<file path="src/rtl/twi_byte_master.sv">
module twi_byte_master #(
  parameter int TICKS_PER_US = 100,
  parameter int STRETCH_US   = 1000,
  parameter int BUS_FREE_US  = 60
) (
  input  logic       clk,
  input  logic       rst_n,
  input  logic       cmd_valid,
  output logic       cmd_ready,
  input  logic       cmd_read,
  input  logic       cmd_start,
  input  logic       cmd_stop,
  input  logic [7:0] cmd_wdata,
  output logic       done,
  output logic [7:0] rdata,
  output logic       ack_ok,
  output logic       stretch_timeout,
  input  logic       scl_i,
  input  logic       sda_i,
  output logic       scl_oe,
  output logic       sda_oe
);

  localparam int STEP_T = 2 * TICKS_PER_US;
  localparam int FREE_T = BUS_FREE_US * TICKS_PER_US;
  localparam int TW     = $clog2(FREE_T + STEP_T + 1);
  localparam int POLLS  = (STRETCH_US / 2 > 0) ? STRETCH_US / 2 : 1;
  localparam int SW     = $clog2(POLLS + 1);

  typedef enum logic [2:0] {ST_IDLE, ST_START, ST_XFER, ST_ACK, ST_STOP} st_t;
  typedef enum logic [2:0] {A_SDA_HI, A_SDA_LO, A_SCL_LO, A_SCL_HI, A_PAUSE, A_SAMPLE, A_FREE} act_t;

  st_t          st;
  act_t         act;
  logic [2:0]   sub, last_sub, bitn;
  logic         go, is_rd, do_stop;
  logic [TW-1:0] tmr, dly;
  logic [SW-1:0] scnt;
  logic [7:0]   shreg;
  logic         scl_m, scl_s, sda_m, sda_s;
  logic         to_flag, ack_r;

  assign cmd_ready       = (st == ST_IDLE);
  assign rdata           = shreg;
  assign ack_ok          = ack_r;
  assign stretch_timeout = to_flag;

  always_comb begin
    act      = A_SCL_LO;
    last_sub = 3'd0;
    case (st)
      ST_START: begin
        last_sub = 3'd4;
        case (sub)
          3'd0: act = A_SDA_HI;
          3'd1: act = A_SCL_HI;
          3'd2: act = A_SDA_LO;
          3'd3: act = A_PAUSE;
          default: act = A_SCL_LO;
        endcase
      end
      ST_XFER: begin
        if (!is_rd) begin
          last_sub = 3'd2;
          case (sub)
            3'd0: act = shreg[7] ? A_SDA_HI : A_SDA_LO;
            3'd1: act = A_SCL_HI;
            default: act = A_SCL_LO;
          endcase
        end else begin
          last_sub = 3'd3;
          case (sub)
            3'd0: act = A_SDA_HI;
            3'd1: act = A_SCL_HI;
            3'd2: act = A_SAMPLE;
            default: act = A_SCL_LO;
          endcase
        end
      end
      ST_ACK: begin
        if (!is_rd) begin
          last_sub = 3'd3;
          case (sub)
            3'd0: act = A_SDA_HI;
            3'd1: act = A_SCL_HI;
            3'd2: act = A_SAMPLE;
            default: act = A_SCL_LO;
          endcase
        end else if (do_stop) begin
          act = A_SCL_HI;
        end else begin
          last_sub = 3'd3;
          case (sub)
            3'd0: act = A_SDA_LO;
            3'd1: act = A_SCL_HI;
            3'd2: act = A_SCL_LO;
            default: act = A_SDA_HI;
          endcase
        end
      end
      ST_STOP: begin
        last_sub = 3'd4;
        case (sub)
          3'd0: act = A_SCL_LO;
          3'd1: act = A_SDA_LO;
          3'd2: act = A_SCL_HI;
          3'd3: act = A_SDA_HI;
          default: act = A_FREE;
        endcase
      end
      default: act = A_SCL_LO;
    endcase
  end

  always_comb begin
    case (act)
      A_PAUSE:  dly = TW'(TICKS_PER_US - 1);
      A_SAMPLE: dly = '0;
      A_FREE:   dly = TW'(FREE_T - 1);
      default:  dly = TW'(STEP_T - 1);
    endcase
  end

  always_ff @(posedge clk) begin
    if (!rst_n) begin
      scl_m <= 1'b1; scl_s <= 1'b1;
      sda_m <= 1'b1; sda_s <= 1'b1;
    end else begin
      scl_m <= scl_i; scl_s <= scl_m;
      sda_m <= sda_i; sda_s <= sda_m;
    end
  end

  always_ff @(posedge clk) begin
    if (!rst_n) begin
      st <= ST_IDLE; sub <= '0; bitn <= '0; go <= 1'b0;
      tmr <= '0; scnt <= '0; is_rd <= 1'b0; do_stop <= 1'b0;
      shreg <= '0; to_flag <= 1'b0; ack_r <= 1'b0; done <= 1'b0;
      scl_oe <= 1'b0; sda_oe <= 1'b0;
    end else begin
      done <= 1'b0;
      if (st == ST_IDLE) begin
        if (cmd_valid) begin
          is_rd   <= cmd_read;
          do_stop <= cmd_stop;
          shreg   <= cmd_read ? 8'h00 : cmd_wdata;
          to_flag <= 1'b0;
          ack_r   <= 1'b0;
          sub     <= '0;
          bitn    <= 3'd7;
          go      <= 1'b0;
          st      <= (cmd_start && !cmd_read) ? ST_START : ST_XFER;
        end
      end else if (!go) begin
        go   <= 1'b1;
        scnt <= '0;
        tmr  <= dly;
        case (act)
          A_SDA_HI: sda_oe <= 1'b0;
          A_SDA_LO: sda_oe <= 1'b1;
          A_SCL_LO: scl_oe <= 1'b1;
          A_SCL_HI: scl_oe <= 1'b0;
          A_SAMPLE: if (st == ST_ACK) ack_r <= !sda_s;
                    else shreg <= {shreg[6:0], sda_s};
          default: ;
        endcase
      end else if (tmr != '0) begin
        tmr <= tmr - 1'b1;
      end else if (act == A_SCL_HI && !scl_s && scnt != SW'(POLLS - 1)) begin
        scnt <= scnt + 1'b1;
        tmr  <= TW'(STEP_T - 1);
      end else begin
        if (act == A_SCL_HI && !scl_s) to_flag <= 1'b1;
        go <= 1'b0;
        if (sub != last_sub) begin
          sub <= sub + 1'b1;
        end else begin
          sub <= '0;
          case (st)
            ST_START: st <= ST_XFER;
            ST_XFER: begin
              if (!is_rd) shreg <= {shreg[6:0], 1'b0};
              if (bitn == 3'd0) st <= ST_ACK;
              else bitn <= bitn - 1'b1;
            end
            ST_ACK: begin
              if (do_stop) st <= ST_STOP;
              else begin st <= ST_IDLE; done <= 1'b1; end
            end
            default: begin st <= ST_IDLE; done <= 1'b1; end
          endcase
        end
      end
    end
  end

  a_r2_sda_moves_under_low_clock: assert property (@(posedge clk) disable iff (!rst_n)
    (sda_oe != $past(sda_oe) && !$past(scl_oe)) |-> (st == ST_START || st == ST_STOP));

  a_r12_done_single_cycle: assert property (@(posedge clk) disable iff (!rst_n)
    done |=> !done);

  a_r12_ready_drops_on_accept: assert property (@(posedge clk) disable iff (!rst_n)
    (cmd_valid && cmd_ready) |=> !cmd_ready);

  a_r6_free_wait_before_done: assert property (@(posedge clk) disable iff (!rst_n)
    (done && do_stop) |-> $past(act == A_FREE));

  a_r11_timeout_from_low_poll: assert property (@(posedge clk) disable iff (!rst_n)
    $rose(to_flag) |-> $past(act == A_SCL_HI && !scl_s));

  a_r5_clock_left_low: assert property (@(posedge clk) disable iff (!rst_n)
    (done && !do_stop) |-> scl_oe);

endmodule

</file>
<file path="config.mk">
export PLATFORM = sky130hd
export DESIGN_NAME = twi_byte_master
export DESIGN_NICKNAME = d
export VERILOG_FILES = /design/src/rtl/twi_byte_master.sv
export SDC_FILE = /design/constraint.sdc
export NUM_CORES = 1
export LEC_CHECK = 0
export CAP_MARGIN = 0
export CORE_MARGIN = 2
export CORE_UTILIZATION = 30
export CTS_CLUSTER_SIZE = 20
export DETAILED_ROUTE_END_ITERATION = 8
export GPL_TIMING_DRIVEN = 0
export SYNTH_ARGS = -nofsm -noshare
export SYNTH_HDL_FRONTEND = slang
export SYNTH_SLANG_ARGS = --single-unit
export TNS_END_PERCENT = 100
</file>
<file path="constraint.sdc">
create_clock -name clk -period 4.2 [get_ports clk]
set_clock_uncertainty 0.05 [all_clocks]
set_input_delay 0.42 -clock clk [delete_from_list [all_inputs] [get_ports clk]]
set_output_delay 0.42 -clock clk [all_outputs]
set_load 0.05 [all_outputs]
</file>
==> results of run 1 <==
-- cell type report --
class,instances,area (um2),share of cell area
clock inverters,2,12.5,0.00337
clock buffers,6,72.6,0.0195
multi-input cells,297,1960,0.528
well taps,136,170,0.0458
inverters,20,75.1,0.0202
plain buffers,27,131,0.0354
repair buffers,27,270,0.0728
flip-flops and latches,51,1020,0.275
-- cells by family (layout without fill, tap and decap cells) --
group           after synthesis  in the layout  share of synthesized area
buf+inv                      47             82                     0.0648
compound gates              121            121                      0.295
simple gates                161            161                      0.266
flops                        51             51                      0.320
fa+ha+maj                     9              9                     0.0353
mux                           3              3                     0.0102
xor+xnor                      3              3                    0.00824
-- path summary, 6_finish.rpt --
path / from / to / slack (ns)
worst min-delay path: sda_m / sda_s / 0.37
worst min register to register: sda_m / sda_s / 0.37
worst max-delay path: st[1] / cmd_ready / 0.14
worst max register to register: sub[0] / tmr[10] / 0.85
-- layout by cell type (no fill, tap or decap), drive strengths merged, types with 3 or more instances in the layout --
cell	n
dfxtp	51
nand2	44
a21oi	28
clkdlybuf4s50	27
nor2	26
clkbuf	20
o21ai	19
inv	19
nor3	14
buf	13
nand3	11
or3	11
nor3b	10
or4	10
ha	9
a31oi	9
o221a	9
nand2b	8
nand4	7
a211oi	6
o31ai	5
and3	4
nor4	4
a2111oi	4
o21ba	3
nor2b	3
o211a	3
o22ai	3
o211ai	3
o311a	3
a211o	3
a31o	3
-- critical path, delay by kind of cell (launching register included) --
kind                   cells  cell delay (ns)
and+or+nand+nor            1             0.38
buffers and inverters      6             2.55
DFF                        1             0.34
-- state kept, by name (all words and copies together) (netlist names) --
name,flops
scl_oe,1
bitn,3
done,1
stretch_timeout,1
do_stop,1
sda_s,1
is_rd,1
sub,3
scnt,9
st,3
scl_m,1
sda_oe,1
ack_ok,1
sda_m,1
rdata,8
go,1
tmr,13
scl_s,1
-- metal layers --
metal,vias up,GRT usage,wire length (um)
li1,1554,-,-
met1,1548,0.240,4600
met2,80,0.276,4460
met3,12,0.0292,400
met4,0,0.0306,91
met5,-,0,0
-- where the power goes --
part	leakage, uW	internal, uW	total (uW)	switching, uW
registers	0.000417	586	678	91.8
clock network	0.0000412	117	292	175
logic	0.000836	506	1520	1010
total	0.00129	1210	2490	1280
-- metrics by stage --
step / total power, uW / worst slack, ns / area [um2] / hold WS, ns
6_report: 2490 / 0.139 / 3710 / 0.375
5_1_grt: 2670 / 0.00436 / 3710 / 0.394
4_1_cts: 2480 / 0.195 / 3710 / 0.380
3_5_place_dp: 2180 / 0.567 / 3630 / 0.352
3_3_place_gp: 2160 / 0.510 / 3630 / 0.345
2_1_floorplan: 1760 / 1.26 / 3190 / 0.336
==> results.md, run 1 <==
Min path:
- The kind of path behind the tightest hold check is reg -> reg.
- Counting instances, the worst hold path has a depth of 1.

Synthesis:
- Counting instances in the post-synthesis netlist gives the leading cell types as dfxtp_1, nand2_1, a21oi_1.
- The most used flip-flop cell after synthesis is dfxtp_1.
- Counting flops and latches in the post-synthesis netlist gives 51.
- The gate count after technology mapping is 395.
- By area the synthesized netlist is led by dfxtp_1, nand2_1, a21oi_1, ha_1, o21ai_0.
- The share of synthesized area in the top cell type comes to 0.320.
- The average instance in the mapped netlist occupies 8.07 um2.
- The most instantiated library cell after synthesis is dfxtp_1.
- In this run the cell area of the synthesized design comes to 3190 um2.
- The cell taking the most area after synthesis is dfxtp_1.
- The count of yosys warnings during synthesis is 0.
- The number of enable-type register cells in the synthesized netlist is 0.
- The number of nets in the synthesized netlist is 420.
- The number of distinct library cells after synthesis is 73.
- Counting flops with an async set or reset pin after synthesis yields a share of 0.
- For this run, the register share of the synthesized area comes to 0.320.

Flow run:
- The count of max-cap constraint violations is 0.

GRT:
- The total track usage is 0.171.
- The first global-routing pass estimated 15,900 um of wire.
- The total congestion overflow is 0.
- Entering global routing, the biggest net connects 16 pins.
- The number of global-route vias before repair is 3,091.
- The initial antenna violation count is 0.

Route:
- Summing over every cut layer, the via total after detailed routing is 3,194.
- The via-per-instance ratio is 5.64.
- The first routing iteration left 232 violations.
- The final layout contains routed wiring with a total length of 9560 um.
- The count of TritonRoute iterations in the first routing pass is 5.
- In the routed design, unresolved DRC markers number 0.
- The count of nets left with antenna violations after detail routing is 0.
- In the final routed layout, each cell accounts on average for 16.9 um.

Power and ir drop:
- The leakage power figure is 0.00129 uW.
- The areal power density over the cells is 671 nW/um2.
- IR analysis of the VDD net gives a maximum drop of 0.244 mV.

Critical path:
- The cell count of the worst reg-to-reg path is 11.
- STA puts the critical path data required time at 3.73 ns.
- By instance count, the cell type seen most on the critical path is buf_2.
- For this run, the slowest stage of the critical path takes 0.91 ns.
- The critical path goes through buf_2, or3_1, buf_2, inv_1, clkbuf_1, buf_1, clkdlybuf4s50_1.
- The type of destination of the critical path is a primary output.
- The arrival time reported for the critical path endpoint is 3.59 ns.
- The start-to-end type of the worst setup path is reg -> out.
- The largest fanout on the critical path is 10.
- The standard cell with the maximum stage delay on the critical path is clkdlybuf4s50_1.
- The type of origin of the critical path is a register.

Clocking:
- After clock tree synthesis, the clock-pin slew on the worst setup and hold paths is 0.10 ns.
- The number of gates resized after CTS was 0.
- The CTS H-tree depth is 2.
- The library cell used as clock root buffer is clkbuf_8.
- The clock tree from TritonCTS is done.
- The insertion delay to the later sink of the worst-skew pair is 0.31 ns.
- The number of clock sinks is 51.
- In this run, CTS created clock tree buffers numbering 5.
- The total setup buffers inserted after CTS is 0.
- The maximum count of clock buffers along a single path is 2.
- The number of buffers inserted by hold repair at cts is 0.

Die:
- The height of the chip is 107 um.
- The floorplan step defined a die boundary enclosing 11,500 um2.
- After floorplanning, the core was divided into 37 placement rows.
- In this run the standard cell core region covers 10,300 um2.
- In this run the horizontal extent of the chip is 107 um.
- The starting utilization of the core area is 0.309.
- The number of primary I/O pins is 30.

Placed design:
- Counting tap cells, the placed design contains a total of 558 instances.
- Summed over all nets, the half-perimeter wirelength after detailed placement is 6930 um.
- The congestion estimate from routability-driven global placement came to 0.903.
- In this run the tool buffered the top-level ports with 27 buffer cells.

Timing:
- Dividing the final minimum period by the clock period gives 0.967.
- The worst slew margin relative to its limit is 0.342.
- The number of endpoints failing setup at the final stage is 0.
- The clock period minus final worst setup slack is 4.06 ns.
- The number of hold violations in the final report is 0.
- Setup repair after global routing left no endpoint under its margin.
- Adding up every negative setup slack in the final design gives 0 ns.
- The max-slew violation count is 0.
- For the pin with the worst max-slew slack, the measured transition is 0.978 ns.
- The peak clock frequency supported by timing is 246 MHz.

Final layout:
- The core utilization of the finished layout is 0.360.
- The share of post-route cells with drive strength above 1 is 0.0953.
- The final non-filler cell total is 566.
- 0 antenna diodes ended up in the layout.
- The area growth from synthesis to layout is 16.5%.
- In the final design database the tool counted 454 nets.
- The filler cells instantiated in the layout total 1,072.

Run status:
- The flow ran to the end, and the final reports show no timing, DRC or antenna violations.
(Power assumes the default switching activity.)
==> run 2: changes to the inputs <==
--- a/config.mk
+++ b/config.mk
@@ -5,6 +5,7 @@
 export SDC_FILE = /design/constraint.sdc
 export NUM_CORES = 1
 export LEC_CHECK = 0
+export ABC_AREA = 1
 export CAP_MARGIN = 0
 export CORE_MARGIN = 2
 export CORE_UTILIZATION = 30
==> run 2 against run 1 <==
Net effect:
- sequential cell count is the same
- non-clock buffer count is 15 lower
- critical endpoint is now rdata[1]
- sequential power increased by 8.1%
- wire length shrank 9.4%
- sequential share of layout area fell by 0.24 points
- setup slack improved by 1.4 ns
==> results.md, run 2 <==
Timing:
- The transition time of the tightest slew-check pin came to 0.866 ns (was 0.978 ns).
- The peak clock frequency supported by timing is 375 MHz (was 246 MHz).
- The number of hold violations in the final report is 0 (unchanged).
- The worst path setup slack after routing is 1.53 ns (was 0.139 ns).
- The max-slew violation count came to 0 (unchanged).
- Unrepaired setup endpoints after global routing: false (unchanged).
- The clock period minus final worst setup slack was 2.67 ns (was 4.06 ns).
- The worst slew margin relative to its limit was 0.420 (was 0.342).
- The portion of the clock cycle consumed by the worst path in the final layout is 0.636 (was 0.967).
- The number of endpoints failing setup at the final stage is 0 (unchanged).
- The aggregate negative setup slack is 0 ns (unchanged).
- The worst-case hold slack came to 0.375 ns (about the same).

Route:
- The met2 layer wire length in the routed design is 3840 um (was 4460 um).
- The initial detailed-routing violation count came to 188 (was 232).
- The top routing layer in use is met4 (unchanged).
- The total via count in the routed design is 3,197 (was 3,194).
- The count of nets left with antenna violations after detail routing came to 0 (unchanged).
- The routed wire length came to 8650 um (was 9560 um).
- The wire length per cell after detailed routing is 13.4 um (was 16.9 um).
- The via-per-instance ratio came to 4.93 (was 5.64).
- The length of routed wiring on met1 is 4150 um (was 4600 um).
- The count of unresolved DRC violations after routing came to 0 (unchanged).
- The wire length on met3 came to 567 um (was 400 um).
- The count of TritonRoute iterations in the first routing pass is 5 (unchanged).

Critical path:
- The critical register-to-register path startpoint is sub[0] (unchanged).
- The endpoint required time on the critical path is 4.37 ns (was 3.73 ns).
- The start-to-end type of the worst setup path was reg -> reg (was reg -> out).
- The slack of the worst reg-to-reg path was 1.53 ns (was 0.85 ns).
- The cell count of the worst reg-to-reg path is 14 (was 11).
- The type of origin of the critical path is a register (unchanged).
- The type of destination of the critical path is a register (was primary output).
- The arrival time reported for the critical path endpoint is 2.84 ns (was 3.59 ns).
- The largest fanout on the critical path is 8 (was 10).
- The endpoint of the most critical register-to-register path is rdata[1] (was tmr[10]).

Clocking:
- The CTS H-tree depth came to 2 (unchanged).
- The number of buffers inserted by hold repair at cts was 0 (unchanged).
- The total setup buffers inserted after CTS is 0 (unchanged).
- The insertion delay to the later sink of the worst-skew pair came to 0.32 ns (was 0.31 ns).
- The library cell used as clock root buffer is clkbuf_8 (unchanged).
- The clock-pin transition on the worst setup and hold timing paths is 0.10 ns (about the same).
- The clock tree from TritonCTS is done (unchanged).
- The number of gates resized after cts is 0 (unchanged).
- The number of clock sinks was 51 (unchanged).
- The maximum count of clock buffers along a single path came to 2 (unchanged).
- The number of CTS-inserted buffers is 5 (unchanged).

Final layout:
- The largest register by flop count was tmr (unchanged).
- Leading cell types in the layout, fill and taps excluded: nor2_1, nand2_1, inv_1, dfxtp_1, nand3_1 (was dfxtp_1, nand2_1, a21oi_1).
- The area growth from synthesis to final layout is 17.9% (was 16.5%).
- The flip-flop count of the largest register, all copies and words added is 13 (unchanged).
- The share of post-route cells with drive strength above 1 is 0.0820 (was 0.0953).
- The antenna cell count was 0 (unchanged).
- The count of nets after finishing came to 536 (was 454).
- The leading cell type in the layout, fill and taps excluded is nor2_1 (was dfxtp_1).
- The core utilization of the finished layout was 0.363 (was 0.360).
- The count of fill cells added during filler insertion was 1,102 (was 1,072).

Synthesis:
- Cells taking the most area after synthesis: dfxtp_1, nor2_1, nand2_1, nand3_1, inv_1 (was dfxtp_1, nand2_1, a21oi_1, ha_1, o21ai_0).
- The number of distinct library cells after synthesis was 41 (was 73).
- The area share of the largest cell type after synthesis is 0.321 (was 0.320).
- The register bit total from synthesis came to 51 (unchanged).
- The share of flip-flops with an asynchronous set or reset is 0 (unchanged).
- The number of enable-type register cells in the synthesized netlist was 0 (unchanged).
- The part of the Yosys area used for sequential elements was 0.321 (was 0.320).
- The area of the mapped netlist is 3180 um2 (was 3190 um2).
- Most frequent cells after synthesis: nor2_1, nand2_1, dfxtp_1, inv_1, nand3_1 (was dfxtp_1, nand2_1, a21oi_1).
- The mean instance size in the synthesized netlist is 6.68 um2 (was 8.07 um2).
- The net count of the mapped netlist is 501 (was 420).
- The commonest register cell after synthesis was dfxtp_1 (unchanged).
- The count of yosys warnings during synthesis is 0 (unchanged).
- The gate count after technology mapping is 476 (was 395).
- The most instantiated library cell after synthesis was nor2_1 (was dfxtp_1).
- The cell taking the most area after synthesis is dfxtp_1 (unchanged).

Flow run:
- The count of max-cap constraint violations is 0 (unchanged).

Power and ir drop:
- The combinational power share was 0.620 (was 0.610).
- The overall power consumption is 2890 uW (was 2490 uW).
- The worst supply voltage drop on vdd is 0.316 mV (was 0.244 mV).
- The areal power density over the cells is 773 nW/um2 (was 671 nW/um2).
- The switching power share of the total was 0.524 (was 0.514).
- The total net switching power is 1520 uW (was 1280 uW).
- The clock group share of total power is 0.126 (was 0.117).
- The internal power contribution is 1380 uW (was 1210 uW).
- The relative contribution of sequential cells to total power was 0.253 (was 0.272).
- The leakage power figure is 0.00159 uW (was 0.00129 uW).

GRT:
- The total congestion overflow is 0 (unchanged).
- The wire length of the first global-routing pass came to 14,300 um (was 15,900 um).
- The pin count of the biggest net entering global routing is 16 (unchanged).
- The initial antenna violation count is 0 (unchanged).
- The total track usage is 0.154 (was 0.171).
- The number of global-route vias before repair is 2,935 (was 3,091).

Run status:
- Result of the run: complete, no violations (unchanged).

Die:
- The starting utilization of the core area was 0.308 (was 0.309).
- The total number of placement rows is 37 (unchanged).
- The area enclosed by the die boundary was 11,400 um2 (was 11,500 um2).
- The core box area came to 10,300 um2 (unchanged).
- The height of the chip came to 107 um (about the same).
- The overall die width was 107 um (about the same).
- The number of primary I/O pins is 30 (unchanged).

Min path:
- The startpoint of the lowest-slack hold path is sda_m (unchanged).
- The number of instances on the worst hold path came to 1 (unchanged).
- The kind of path behind the tightest hold check is reg -> reg (unchanged).
- The end point of the most critical hold path is sda_s (unchanged).

Placed design:
- The routability congestion estimate is 0.860 (was 0.903).
- The count of input and output buffers is 28 (was 27).
- The detailed-placement wirelength estimate is 6490 um (was 6930 um).
- The pre-CTS setup slack came to 1.58 ns (was 0.567 ns).
[run 2: logic make-up after synthesis]
logic type | after synthesis | synth area share
fa+ha+maj | 9 | 0.0354
simple gates | 259 | 0.387
xor+xnor | 14 | 0.0386
compound gates | 74 | 0.130
buf+inv | 69 | 0.0878
flops | 51 | 0.321
[run 2: power groups by stage]
| stage | sequential [uW] | clock [uW] | combinational [uW] |
|---|---|---|---|
| floorplan | 818 | 0 | 1240 |
| global placement | 736 | 0 | 1740 |
| detailed placement | 740 | 0 | 1770 |
| CTS | 730 | 374 | 1780 |
| global route | 750 | 389 | 2020 |
| finish | 733 | 366 | 1800 |
[run 2: routing by layer]
metal,GRT usage,up-vias
met3,0.0207,8
li1,-,1627
met5,0,-
met4,0.0371,0
met2,0.247,95
met1,0.220,1467
[run 2: how the worst max path moves through the flow]
| stage | from | endpoint | slack, ns | depth (start not counted) |
|---|---|---|---|---|
| 4_1_cts | sub[0] | rdata[1] | 1.54 | 13 |
| 2_1_floorplan | sub[0] | tmr[4] | 2.03 | 14 |
| 6_report | sub[0] | rdata[1] | 1.53 | 14 |
| 3_5_place_dp | sub[0] | rdata[3] | 1.58 | 13 |
| 3_3_place_gp | sub[0] | rdata[4] | 1.57 | 14 |
| 5_1_grt | sub[0] | rdata[1] | 1.25 | 13 |
[run 2: area by class of cell]
class / count / area [um2] / share of cell area
clock buffers: 6 / 82.6 / 0.0220
plain buffers: 11 / 58.8 / 0.0157
inverters: 58 / 220 / 0.0588
clock inverters: 2 / 35.0 / 0.00935
flip-flops and latches: 51 / 1020 / 0.273
multi-input cells: 356 / 1880 / 0.501
repair buffers: 28 / 280 / 0.0748
well taps: 136 / 170 / 0.0454
[run 2: critical path: stages (launching register included)]
cell and delay, ns:
dfxtp_1 0.41, inv_1 0.15, ha_1 0.23, o21ai_0 0.37, nand3_1 0.13, nand3_1 0.14, nand3_4 0.15, nor2_1 0.15
nand2_1 0.14, nand2_1 0.09, nand2_1 0.09, inv_1 0.23, nand3_1 0.12, nand2_1 0.08, nor2_1 0.04
[run 2: per-stage QoR]
stage / instance area, um2 / instances
finish: 3750 / 648
detailed placement: 3630 / 640
CTS: 3750 / 648
global placement: 3630 / 640
floorplan: 3180 / 476
global route: 3750 / 648
